$ cat config.mk
export PLATFORM = sky130hd
export DESIGN_NAME = opnd_agen
export DESIGN_NICKNAME = d
export VERILOG_FILES = /design/src/rtl/opnd_agen_pkg.sv /design/src/rtl/opnd_spec_decode.sv /design/src/rtl/opnd_addr_calc.sv /design/src/rtl/opnd_lane_steer.sv /design/src/rtl/opnd_agen.sv
export SDC_FILE = /design/constraint.sdc
export NUM_CORES = 1
export LEC_CHECK = 0
export BUFFER_PORTS_ARGS = -buffer_cell sky130_fd_sc_hd__buf_4
export CORE_MARGIN = 1.5
export CORE_UTILIZATION = 30
export CTS_CLUSTER_DIAMETER = 150
export DETAILED_ROUTE_END_ITERATION = 10
export PLACE_DENSITY = 0.61
export RECOVER_POWER = 50
export SLEW_MARGIN = 5
export SYNTH_ARGS = -nofsm -noshare
export SYNTH_HDL_FRONTEND = slang
export SYNTH_SLANG_ARGS = --single-unit
$ cat constraint.sdc
create_clock -name clk -period 4.3 [get_ports clk]
set_clock_uncertainty 0.2 [all_clocks]
set_input_delay 0.215 -clock clk [delete_from_list [all_inputs] [get_ports clk]]
set_output_delay 0.215 -clock clk [all_outputs]
set_load 0.05 [all_outputs]
$ cat src/rtl/opnd_agen_pkg.sv
// Shared widths and the addressing-mode type for the operand address generator.
// Assumes a 16-bit byte-addressed space and a 16-entry register window.
package opnd_agen_pkg;
    parameter int ADDR_W    = 16;
    parameter int SPEC_W    = 6;
    parameter int REGNUM_W  = 4;
    localparam int BANK_LSB = REGNUM_W + 1;
    localparam logic [REGNUM_W-1:0] STACK_REG = '1;

    typedef enum logic [2:0] {
        AM_REG  = 3'd0,
        AM_IMM  = 3'd1,
        AM_DIR  = 3'd2,
        AM_IND  = 3'd3,
        AM_POST = 3'd4,
        AM_OFS  = 3'd5
    } amode_e;
endpackage

$ cat src/rtl/opnd_spec_decode.sv
// Splits a 6-bit operand specifier into addressing mode, access width and
// register number. Purely combinational; the x111 codes of the byte indirect
// and post-increment groups are taken as immediate and direct.
module opnd_spec_decode
    import opnd_agen_pkg::*;
(
    input  logic [SPEC_W-1:0]   spec,
    output amode_e              mode,
    output logic                byte_sel,
    output logic [REGNUM_W-1:0] reg_num,
    output logic                uses_reg,
    output logic                ext_used
);
    localparam logic [REGNUM_W-1:0] PTR_BASE = {1'b1, {(REGNUM_W-1){1'b0}}};

    logic [REGNUM_W-1:0] ptr_num;
    assign ptr_num = PTR_BASE | {1'b0, spec[REGNUM_W-2:0]};

    // Classify the specifier by its two top bits and the low-bit escapes.
    always_comb begin
        mode     = AM_REG;
        byte_sel = 1'b0;
        reg_num  = '0;
        unique case (spec[5:4])
            2'b00: begin
                mode    = AM_REG;
                reg_num = spec[3:0];
            end
            2'b01: begin
                if (spec[3:0] == 4'hF) begin
                    mode = AM_IMM;
                end else begin
                    mode     = AM_IND;
                    byte_sel = spec[3];
                    reg_num  = ptr_num;
                end
            end
            2'b10: begin
                byte_sel = spec[3];
                if (spec[2:0] == 3'b111) begin
                    mode = AM_DIR;
                end else begin
                    mode    = AM_POST;
                    reg_num = ptr_num;
                end
            end
            default: begin
                mode     = AM_OFS;
                byte_sel = spec[3];
                reg_num  = ptr_num;
            end
        endcase
    end

    // Flags derived from the mode.
    always_comb begin
        uses_reg = (mode != AM_IMM) && (mode != AM_DIR);
        ext_used = (mode == AM_IMM) || (mode == AM_DIR) || (mode == AM_OFS);
    end
endmodule

$ cat src/rtl/opnd_addr_calc.sv
// Computes the raw effective address, the register slot address in the RAM
// window and the pointer update for one decoded operand. Combinational.
// Assumes ptr_val holds the register named by reg_num when a pointer mode is used.
module opnd_addr_calc
    import opnd_agen_pkg::*;
(
    input  amode_e              mode,
    input  logic                byte_sel,
    input  logic [REGNUM_W-1:0] reg_num,
    input  logic                uses_reg,
    input  logic                is_write,
    input  logic [ADDR_W-1:0]   bank,
    input  logic [ADDR_W-1:0]   ext,
    input  logic [ADDR_W-1:0]   ptr_val,
    output logic [ADDR_W-1:0]   ea_raw,
    output logic [ADDR_W-1:0]   slot,
    output logic [ADDR_W-1:0]   ptr_upd,
    output logic                ptr_upd_en
);
    localparam logic [ADDR_W-1:0] STEP_BYTE = ADDR_W'(1);
    localparam logic [ADDR_W-1:0] STEP_WORD = ADDR_W'(2);

    logic [ADDR_W-1:0] step;
    logic              is_stack;

    // Register slot address inside the bank window.
    always_comb begin
        slot = '0;
        if (uses_reg)
            slot = {bank[ADDR_W-1:BANK_LSB], reg_num, 1'b0};
    end

    assign step     = byte_sel ? STEP_BYTE : STEP_WORD;
    assign is_stack = (reg_num == STACK_REG);

    // Mode-dependent address and pointer update.
    always_comb begin
        ea_raw     = '0;
        ptr_upd    = ptr_val;
        ptr_upd_en = 1'b0;
        unique case (mode)
            AM_REG:  ea_raw = slot;
            AM_IMM:  ea_raw = '0;
            AM_DIR:  ea_raw = ext;
            AM_IND: begin
                ea_raw = ptr_val;
                if (is_stack) begin
                    ptr_upd_en = 1'b1;
                    if (is_write) begin
                        ptr_upd = ptr_val - STEP_WORD;
                        ea_raw  = ptr_val - STEP_WORD;
                    end else begin
                        ptr_upd = ptr_val + STEP_WORD;
                    end
                end
            end
            AM_POST: begin
                ea_raw     = ptr_val;
                ptr_upd    = ptr_val + step;
                ptr_upd_en = 1'b1;
            end
            default: ea_raw = ptr_val + ext;
        endcase
    end
endmodule

$ cat src/rtl/opnd_lane_steer.sv
// Moves data between the 16-bit RAM word and the 16-bit operand for byte and
// word accesses. Combinational; assumes word addresses are already even.
module opnd_lane_steer
    import opnd_agen_pkg::*;
(
    input  logic              byte_sel,
    input  logic              addr_lsb,
    input  logic [ADDR_W-1:0] ram_word,
    input  logic [ADDR_W-1:0] src_word,
    output logic [ADDR_W-1:0] opnd_word,
    output logic [ADDR_W-1:0] store_word
);
    localparam int HALF = ADDR_W / 2;

    // Read path: pick one byte and zero-extend, or pass the word.
    always_comb begin
        if (!byte_sel)
            opnd_word = ram_word;
        else if (addr_lsb)
            opnd_word = {{HALF{1'b0}}, ram_word[ADDR_W-1:HALF]};
        else
            opnd_word = {{HALF{1'b0}}, ram_word[HALF-1:0]};
    end

    // Write path: copy the low byte onto both lanes for a byte store.
    always_comb begin
        store_word = byte_sel ? {src_word[HALF-1:0], src_word[HALF-1:0]} : src_word;
    end
endmodule

$ cat src/rtl/opnd_agen.sv
// Top of the operand address generator: decodes a specifier, forms the
// address and pointer update, aligns word accesses, derives lane enables and
// registers the result one cycle after in_valid. The lane steering stage
// after the register is combinational.
module opnd_agen
    import opnd_agen_pkg::*;
(
    input  logic              clk,
    input  logic              rst_n,
    input  logic              in_valid,
    input  logic [5:0]        opnd,
    input  logic              is_write,
    input  logic [15:0]       bank_base,
    input  logic [15:0]       ext_word,
    input  logic [15:0]       ptr_cur,
    input  logic [15:0]       rd_raw,
    input  logic [15:0]       wr_src,
    output logic              out_valid,
    output logic [15:0]       eff_addr,
    output logic [15:0]       slot_addr,
    output logic              byte_acc,
    output logic              wr_en_hi,
    output logic              wr_en_lo,
    output logic [15:0]       ptr_next,
    output logic              ptr_wb,
    output logic              need_ext,
    output logic              bad_dst,
    output logic              misalign,
    output logic [15:0]       rd_operand,
    output logic [15:0]       wr_data
);
    amode_e              d_mode;
    logic                d_byte;
    logic [REGNUM_W-1:0] d_reg;
    logic                d_uses_reg;
    logic                d_ext;
    logic [ADDR_W-1:0]   c_ea_raw;
    logic [ADDR_W-1:0]   c_slot;
    logic [ADDR_W-1:0]   c_ptr;
    logic                c_ptr_en;
    logic [ADDR_W-1:0]   n_ea;
    logic                n_mis;
    logic                n_hi;
    logic                n_lo;
    logic                n_bad;
    amode_e              mode_q;

    opnd_spec_decode u_dec (
        .spec     (opnd),
        .mode     (d_mode),
        .byte_sel (d_byte),
        .reg_num  (d_reg),
        .uses_reg (d_uses_reg),
        .ext_used (d_ext)
    );

    opnd_addr_calc u_calc (
        .mode       (d_mode),
        .byte_sel   (d_byte),
        .reg_num    (d_reg),
        .uses_reg   (d_uses_reg),
        .is_write   (is_write),
        .bank       (bank_base),
        .ext        (ext_word),
        .ptr_val    (ptr_cur),
        .ea_raw     (c_ea_raw),
        .slot       (c_slot),
        .ptr_upd    (c_ptr),
        .ptr_upd_en (c_ptr_en)
    );

    // Word alignment, destination legality and byte-lane enables.
    always_comb begin
        n_ea  = d_byte ? c_ea_raw : {c_ea_raw[ADDR_W-1:1], 1'b0};
        n_mis = !d_byte && c_ea_raw[0];
        n_bad = is_write && (d_mode == AM_IMM);
        n_hi  = 1'b0;
        n_lo  = 1'b0;
        if (is_write && (d_mode != AM_IMM)) begin
            n_hi = !d_byte || n_ea[0];
            n_lo = !d_byte || !n_ea[0];
        end
    end

    // Result register; strobes are qualified by in_valid.
    always_ff @(posedge clk) begin
        if (!rst_n) begin
            out_valid <= 1'b0;
            eff_addr  <= '0;
            slot_addr <= '0;
            byte_acc  <= 1'b0;
            wr_en_hi  <= 1'b0;
            wr_en_lo  <= 1'b0;
            ptr_next  <= '0;
            ptr_wb    <= 1'b0;
            need_ext  <= 1'b0;
            bad_dst   <= 1'b0;
            misalign  <= 1'b0;
            mode_q    <= AM_REG;
        end else begin
            out_valid <= in_valid;
            wr_en_hi  <= in_valid && n_hi;
            wr_en_lo  <= in_valid && n_lo;
            ptr_wb    <= in_valid && c_ptr_en;
            if (in_valid) begin
                eff_addr  <= n_ea;
                slot_addr <= c_slot;
                byte_acc  <= d_byte;
                ptr_next  <= c_ptr;
                need_ext  <= d_ext;
                bad_dst   <= n_bad;
                misalign  <= n_mis;
                mode_q    <= d_mode;
            end
        end
    end

    opnd_lane_steer u_lane (
        .byte_sel   (byte_acc),
        .addr_lsb   (eff_addr[0]),
        .ram_word   (rd_raw),
        .src_word   (wr_src),
        .opnd_word  (rd_operand),
        .store_word (wr_data)
    );

    // Result appears exactly one cycle after a request.
    assert_valid_follows_R12: assert property (@(posedge clk) disable iff (!rst_n)
        in_valid |=> out_valid);
    assert_strobes_idle_R12: assert property (@(posedge clk) disable iff (!rst_n)
        !in_valid |=> !out_valid && !ptr_wb && !wr_en_hi && !wr_en_lo);
    // A word access never reaches memory at an odd address.
    assert_word_even_R9: assert property (@(posedge clk) disable iff (!rst_n)
        out_valid && !byte_acc |-> !eff_addr[0]);
    // An illegal immediate destination never writes.
    assert_imm_no_write_R3: assert property (@(posedge clk) disable iff (!rst_n)
        out_valid && bad_dst |-> !wr_en_hi && !wr_en_lo);
    // A byte store touches at most one lane.
    assert_byte_one_lane_R10: assert property (@(posedge clk) disable iff (!rst_n)
        out_valid && byte_acc |-> $onehot0({wr_en_hi, wr_en_lo}));
    // Post-increment always writes its pointer back; offset mode never does.
    assert_post_writes_R6: assert property (@(posedge clk) disable iff (!rst_n)
        out_valid && mode_q == AM_POST |-> ptr_wb);
    assert_offset_holds_R8: assert property (@(posedge clk) disable iff (!rst_n)
        out_valid && mode_q == AM_OFS |-> !ptr_wb);
endmodule

* Word level (Yosys, flattened, before mapping)
Cells that the tools add are included.
W data, S select, Z words.
** Operators by class
- Add/subtract/negate cells :: 4
- Equal/unequal tests :: 12
- Mux-type cells :: 24
- Reductions and logical operators :: 15
** Operators by type and width (count)
- $mux W16 :: 7
- $pmux W16 S5 :: 1
- $add A16 B16 Y16 :: 2
- $pmux W16 S2 :: 1
- $add A16 B2 Y16 const B :: 1
- $sub A16 B2 Y16 const B :: 1
- $pmux W4 S3 :: 1
- $eq A3 B3 Y1 const B :: 3
- $pmux W3 S3 :: 1
- $eq A4 B4 Y1 const B :: 2
- $mux W4 :: 2
- $mux W8 :: 1
- $logic_and A1 B1 Y1 :: 7
- $eq A3 B2 Y1 const B :: 2
- $mux W1 :: 5
- $logic_or A1 B1 Y1 :: 4
- $mux W2 :: 2
- $pmux W1 S2 :: 2
- $eq A3 B1 Y1 const B :: 1
- $logic_not A3 Y1 :: 1
- $mux W3 :: 1
- $ne A3 B1 Y1 const B :: 1
- $ne A3 B2 Y1 const B :: 1
- $eq A2 B1 Y1 const B :: 1
- other kinds (3) :: 4
** Word-level totals
- Register bits after elaboration :: 56
- Bits of input ports :: 90
- Output and inout bits :: 88
- Logic and storage cells :: 66

* Depth between registers and ports, before layout
Gate-level depths: netlist (run 1).
- Depth after elaboration :: 12
- Depth in mapped cells :: 13
- Mapped depth without buffers :: 11

* Modules after synthesis
A second synthesis (run 1) with hierarchy kept.
** Second synthesis, totals
- Cells, all modules :: 626
- Area, all modules :: 5162.5 sq um
** By module, submodules not included
- opnd_addr_calc :: instances 1, cells each 387, area each 2561.2 sq um, sequential area each 0.0 sq um
- opnd_agen :: instances 1, cells each 181, area each 2093.3 sq um, sequential area each 1121.1 sq um
- opnd_lane_steer :: instances 1, cells each 35, area each 376.6 sq um, sequential area each 0.0 sq um
- opnd_spec_decode :: instances 1, cells each 23, area each 131.4 sq um, sequential area each 0.0 sq um

* Worst setup path before layout (run 1)
OpenSTA, ideal clock, no wires.
- Kind :: input to register
- From :: in opnd[4]
- To :: reg ptr_next[8]
- Setup time :: 0.069 ns
- Arrival time :: 2.180 ns
- Data required time :: 4.031 ns
- Setup slack :: 1.851 ns
- Stages :: 12
- Path buffers :: 2
- Path through :: buf_2 -> o21ai_0 -> or2_1 -> buf_2 -> inv_1 -> ha_1 -> ha_1 -> a21oi_1 -> or4_1 -> a211oi_1 -> a21oi_1 -> o21ai_1
** On the way
- Longest elaborated chain between the ends :: 5
** RTL lines
- start, declared :: line opnd_agen.sv:11 : input logic [5:0] opnd,
- $eq A2 B1 Y1 (tied with other cells) :: line opnd_spec_decode.sv:24 : unique case (spec[5:4])
- $pmux W1 S2 or $pmux W4 S3 (tied branches) :: line opnd_spec_decode.sv:24
- $mux W2 or $eq A4 B4 Y1 (tied branches) :: line opnd_addr_calc.sv:33, opnd_addr_calc.sv:34
- $add A16 B16 Y16 or $mux W16 (tied branches) :: line opnd_addr_calc.sv:59, opnd_addr_calc.sv:47
- $pmux W16 S2 * :: line opnd_addr_calc.sv:41 : unique case (mode)
- end signal, assigned :: line opnd_agen.sv:109 : ptr_next <= c_ptr;
- end, declared :: line opnd_agen.sv:24 : output logic [15:0] ptr_next,
Every way passes the cells marked *; elsewhere a longest branch is shown, timed or not.
A chain may end at the register's enable or synchronous reset.

* Worst setup path after layout (run 1)
- From :: in opnd[0]
- To :: reg eff_addr[5]
** On the way
- Longest elaborated chain between the ends :: 7
** RTL lines
- $eq A4 B4 Y1 or $eq A3 B3 Y1 (tied branches) :: line opnd_spec_decode.sv:30, opnd_spec_decode.sv:40
- $mux W2 or $mux W3 (tied branches) :: line opnd_spec_decode.sv:30, opnd_spec_decode.sv:40
- $pmux W3 S3 :: line opnd_spec_decode.sv:24
- $ne A3 B1 Y1 or $ne A3 B2 Y1 (tied branches) :: line opnd_spec_decode.sv:57 : uses_reg = (mode != AM_IMM) && (mode != AM_DIR);
- $logic_and A1 B1 Y1 :: line opnd_spec_decode.sv:57
- $mux W16 :: line opnd_addr_calc.sv:29 : if (uses_reg)
- $pmux W16 S5 * :: line opnd_addr_calc.sv:41
- end signal, assigned :: line opnd_agen.sv:106 : eff_addr <= n_ea;
- end, declared :: line opnd_agen.sv:19 : output logic [15:0] eff_addr,
Marked as above.

==> results_dict.tcl, run 1 <==
set metrics [dict create \
    routed_wl_um 18600 \
    viasPerCell 5.52 \
    grt_pass1_wl_um 28300 \
    whs_path_depth 3 \
    syn_inst 653 \
    synth_fa_ha_area_frac 0.0624 \
    die_x_um 128 \
    first_pass_iters 5 \
    cts_htree_levels 2 \
    post_drt_wl_per_cell_um 18.5 \
    nFillCells 1693 \
    insertion_delay_ns 0.32 \
    route.detailed.drc 0 \
    hold_path.startpoint "ptr_cur[0]" \
    period_share 0.694 \
    finalPower_w 0.00168 \
    tritoncts "yes" \
    final_nets 903 \
    synthXorXnorAreaFrac 0.0520 \
    track_usage 0.220 \
    max_slew_margin 0.422 \
    fin_tns_setup_ns 0 \
    drv_slew 0 \
    rsz0062_at_grt "false" \
    final_core_util 0.398 \
    synth_top_area_frac 0.234 \
    vdd_ir_drop_max_mv 0.171 \
    ys_types 67 \
    pre_cts_slack_ns 1.31 \
    worst_setup_path_end_kind "flip-flop" \
    finalSetupViolCount 0 \
    ant_nets 0 \
    ios 178 \
    core-area_um2 15300 \
    muxShareOfSynthArea 0.0382 \
    min_period_ns 2.98 \
    async_flop_share 0 \
    port_buffers 171 \
    drt_iter0_drc 665 \
    syn_area_per_cell_um2 7.22 \
    worst-endpoint-required_ns 4.29 \
    maxCapViolCount 0 \
    status "completed" \
    hpwlAfterDp_um 14000 \
    reg2reg_from "eff_addr[15]" \
    min_delay_worst_endpoint "ptr_next[0]" \
    clkTransAtPathRegs_ns 0.08 \
    synth-simple-area-share 0.257 \
    reg2regPathDepth 4 \
    r2r_setup_slack_ns 2.98 \
    worst_slack_ns 1.32 \
    synth.area.top_cells "dfxtp_1 (23%), nand2_1 (5.7%), o21ai_0 (5.7%)" \
    syn_area_um2 4710 \
    row_count 45 \
    placed_area_um2 6050 \
    layout-drive-gt1-share 0.187 \
    grt-ovfl-total 0 \
    clkSinkCount 55 \
    timing.fmax_mhz 335 \
    synth_edf_count 0 \
    cts_setup_buffers 0 \
    ys_seq_elements 55 \
    grt_max_degree 40 \
    crit_path_max_fanout 22 \
    postSynthNetCount 765 \
    cts_buffers 5 \
    clk_path_buf_depth 2 \
    initial_utilization 0.309 \
    tightest_slew_ns 0.864 \
    cts-root-buf "clkbuf_16" \
    fin_area_um2 6070 \
    largest_registers "eff_addr (16), ptr_next (16), slot_addr (15)" \
    synth_top_family_by_area "compound AO/OA/AOI/OAI gates" \
    die_y_um 128 \
    crit_path_start_kind "input pin" \
    crit_type "input pin to flip-flop" \
    power_density_nw_per_um2 277 \
    antenna_found_initial 0 \
    yosys_warnings 0 \
    arrival_ns 2.98 \
    hold_viol 0 \
    grt_pass1_vias 4981 \
    timing.rr.end "eff_addr[15]" \
    synth_ff_type "dfxtp_1" \
    mostFrequentLayoutCells "buf_4 (112), nand2_1 (72), clkbuf_1 (65), dfxtp_1 (55)" \
    vias 5538 \
    crit_start "opnd[0]" \
    final_common_cell "buf_4" \
    area_delta_synth_final_pct 28.7 \
    place.gp.congestion 0.934 \
    leakage_nw 2.35 \
    yosysTopAreaCell "dfxtp_1" \
    hp-class "input pin to flip-flop" \
    yosysSeqAreaShare 0.234 \
    synth-compound-area-share 0.287 \
    design.die.area_um2 16500 \
]
## logic make-up after synthesis
family | after synthesis
AND/OR/NAND/NOR | 248
AO/OA/AOI/OAI | 208
buffers and inverters | 74
flip-flops | 55
XOR/XNOR | 28
adder cells (fa/ha/maj) | 23
multiplexers | 16
other | 1
## worst max-delay path, cell delays in order
cell and delay (ns):
clkbuf_1 0.37, and3_1 0.77, nand2_1 0.56, nor3_1 0.35, xor2_1 0.11, a222oi_1 0.44
o21ai_0 0.15
## through the flow
| step | hold slack, ns | instances |
|---|---|---|
| final | 0.00698 | 1004 |
| after floorplan | 0.141 | 653 |
| after CTS | 0.00210 | 1003 |
| after global routing | 0.0222 | 1003 |
| after global placement | 0.241 | 984 |
| after detailed placement | 0.246 | 984 |
## routing by layer
layer	up-vias	global-route usage	wire, um
li1	2674	-	-
met1	2582	0.317	8480
met2	261	0.343	8410
met3	21	0.0274	1370
met4	0	0.0648	294
met5	-	0	0
## worst max path at each step
stage                     cells after the start  slack, ns           end
after floorplan                              12       1.85   ptr_next[8]
after global placement                        7       1.33   eff_addr[5]
after detailed placement                     11       1.31  ptr_next[14]
after CTS                                    11       1.63   ptr_next[8]
after global routing                          7       1.19   eff_addr[5]
final                                         7       1.32   eff_addr[5]
## report_power, final
| group | leakage (nW) | internal, W | switching (W) |
|---|---|---|---|
| sequential | 0.454 | 0.000543 | 0.0000197 |
| clock | 0.0752 | 0.000223 | 0.000216 |
| combinational | 1.82 | 0.000216 | 0.000462 |
| total | 2.35 | 0.000982 | 0.000697 |
## cells in the mapped netlist (all sizes together), types with 12 or more instances
library cell  instances
xnor2                20
nand3                28
clkbuf               37
inv                  16
nor3                 15
ha                   21
dfxtp                55
buf                  20
nor2                 54
mux2                 16
nor2b                12
nand2                73
a22oi                15
o21ai                56
a21oi                52
## cell type report
type	count	area, um^2	share of cell area
diodes	1	2.50	0.000412
clock buffers	5	125	0.0206
clock inverters	3	26.3	0.00433
inverters	17	63.8	0.0105
multi-input cells	524	3290	0.542
flip-flops and latches	55	1100	0.181
well taps	211	264	0.0435
repair buffers	188	1190	0.197
## what timing repair did
item / in CTS / in global routing
setup endpoints to repair: 0 / 0
hold buffers: 11 / 0
resized for setup: 0 / 0
hold endpoints to repair: 11 / 0
No activity file was read; power rests on OpenSTA's default activity.
==> inputs of run 2 (changes only) <==
--- a/config.mk
+++ b/config.mk
@@ -10,7 +10,7 @@
 export CORE_UTILIZATION = 30
 export CTS_CLUSTER_DIAMETER = 150
 export DETAILED_ROUTE_END_ITERATION = 10
-export PLACE_DENSITY = 0.61
+export PLACE_DENSITY = 0.63
 export RECOVER_POWER = 50
 export SLEW_MARGIN = 5
 export SYNTH_ARGS = -nofsm -noshare
==> constraint.sdc (replaced) <==
create_clock -name clk -period 2.6 [get_ports clk]
set_clock_uncertainty 0.2 [all_clocks]
set_input_delay 0.13 -clock clk [delete_from_list [all_inputs] [get_ports clk]]
set_output_delay 0.13 -clock clk [all_outputs]
set_load 0.05 [all_outputs]
==> run 2 against run 1 <==
  * Critical path depth increased by 3
  * Total power increased by 72%
  * Hold slack improved by 0.016 ns
  * Count of clock-buffer cells in the layout unchanged
  * Routed wire length increased by 6.9%
==> results_dict.tcl, run 2 (synthesized netlist as in run 1, its figures left out) <==
set metrics [dict create \
    pwr-share-clk 0.271 \
    grt_pass1_wl_um 29700 \
    met2_wirelength_um 8740 \
    p_sw_w 0.00115 \
    leakage_nw 2.52 \
    fin_area_um2 6370 \
    r2r_setup_slack_ns 1.10 \
    hp-class "input pin to flip-flop" \
    path_cells "dlygate4sd3_1, buf_4, ha_1, nand3_1, o22ai_1, nor4_1, a21oi_1, nand4_1, a311o_1, o211ai_1" \
    crit_type "input pin to flip-flop" \
    max_slew_margin 0.422 \
    row_count 45 \
    drt-met1-wl_um 8540 \
    tightest_slew_ns 0.868 \
    cts_setup_buffers 0 \
    layout-drive-gt1-share 0.213 \
    ant_nets 0 \
    initial_utilization 0.309 \
    critPathSlowestCell "dlygate4sd3_1" \
    met3_length_um 1940 \
    clkTransAtPathRegs_ns 0.07 \
    drv_slew 0 \
    drt_iter0_drc 653 \
    reg2regPathDepth 3 \
    hold_viol 0 \
    die_x_um 128 \
    grt_max_degree 24 \
    cts_htree_levels 2 \
    cts_buffers 5 \
    insertedDiodeCount 0 \
    hpwlAfterDp_um 15100 \
    core-area_um2 15300 \
    worst-endpoint-required_ns 2.62 \
    maxCapViolCount 0 \
    viasPerCell 5.55 \
    post_cts_resize_count 0 \
    antenna_found_initial 0 \
    share_comb_of_total_power 0.407 \
    largest_registers "eff_addr (16), ptr_next (16), slot_addr (15)" \
    holdWs_ns 0.0233 \
    critPathCapture "eff_addr[15]" \
    vias 5773 \
    timing.fmax_mhz 407 \
    area_delta_synth_final_pct 35.1 \
    final_nets 942 \
    routed_wl_um 19800 \
    worst_setup_path_end_kind "flip-flop" \
    crit_path_start_kind "input pin" \
    grt-ovfl-total 0 \
    cts-root-buf "clkbuf_16" \
    first_pass_iters 5 \
    crit_path_max_fanout 6 \
    clk_path_buf_depth 2 \
    ios 178 \
    final_common_cell "buf_4" \
    mostFrequentLayoutCells "buf_4 (142), nand2_1 (72), clkbuf_1 (69), dfxtp_1 (55)" \
    p_int_w 0.00174 \
    power_density_nw_per_um2 453 \
    vdd_ir_drop_max_mv 0.218 \
    p_seq_frac 0.322 \
    place.gp.congestion 0.944 \
    reg2reg_from "byte_acc" \
    arrival_ns 2.48 \
    route.detailed.drc 0 \
    fin_tns_setup_ns 0 \
    rsz0062_at_grt "false" \
    grt_pass1_vias 5341 \
    top_layer "met4" \
    insertion_delay_ns 0.30 \
    finalSetupViolCount 0 \
    port_buffers 171 \
    period_share 0.946 \
    track_usage 0.231 \
    die_y_um 128 \
    design.die.area_um2 16500 \
    tritoncts "yes" \
    post_drt_wl_per_cell_um 19.0 \
    crit_path_max_incr_delay_ns 0.54 \
    clkSinkCount 55 \
    min_period_ns 2.46 \
    placed_area_um2 6300 \
    timing.rr.end "byte_acc" \
    crit_start "ptr_cur[9]" \
    status "completed" \
    swShare 0.398 \
]
==> run 2: through the flow <==
step / total power, W / std cells / util / setup slack (ns)
floorplan: 0.00171 / 653 / - / 0.236
global placement: 0.00214 / 1018 / 0.413 / 0.119
detailed placement: 0.00215 / 1018 / 0.413 / 0.0777
CTS: 0.00296 / 1041 / 0.434 / 0.185
global route: 0.00302 / 1041 / 0.417 / 0.0391
finish: 0.00289 / 1041 / 0.417 / 0.140
==> run 2: how the worst min path moves through the flow <==
stage | cells past startpoint | slack (ns) | start | endpoint
2_1_floorplan | 1 | 0.06 | bank_base[15] | slot_addr[15]
3_3_place_gp | 2 | 0.17 | bank_base[15] | slot_addr[15]
3_5_place_dp | 2 | 0.17 | bank_base[15] | slot_addr[15]
4_1_cts | 2 | 0.01 | rst_n | eff_addr[1]
5_1_grt | 3 | 0.03 | rst_n | eff_addr[14]
6_report | 3 | 0.02 | ptr_cur[11] | ptr_next[11]
==> run 2: worst max-delay path: cells and delay by family <==
family	cells	cell delay, ns
compound gates	4	0.86
fa+ha+maj	1	0.41
buf+inv	2	0.72
simple gates	3	0.38
==> run 2: area by class of cell <==
cell class	instances	area (um^2)
inverter	17	63.8
clock inverter	2	37.5
multi-input combinational	524	3290
tap	211	264
timing repair buffer	227	1490
sequential	55	1100
clock buffer	5	125
fill	1648	8890
==> run 2: timing repair <==
action	CTS	global route
endpoints found under the setup margin	0	0
endpoints found under the hold margin	18	0
hold buffers	16	0
==> run 2: routing by layer <==
metal	vias up	track usage
met5	-	0
met4	0	0.0919
met3	47	0.0337
met2	310	0.351
met1	2668	0.329
li1	2748	-
==> run 2: power groups by stage <==
stage	combinational [W]	clock, W	sequential, W
after detailed placement	0.00120	0	0.000949
after CTS	0.00122	0.000806	0.000930
final	0.00117	0.000783	0.000928
after global routing	0.00125	0.000833	0.000935
after global placement	0.00119	0	0.000949
after floorplan	0.000576	0	0.00114
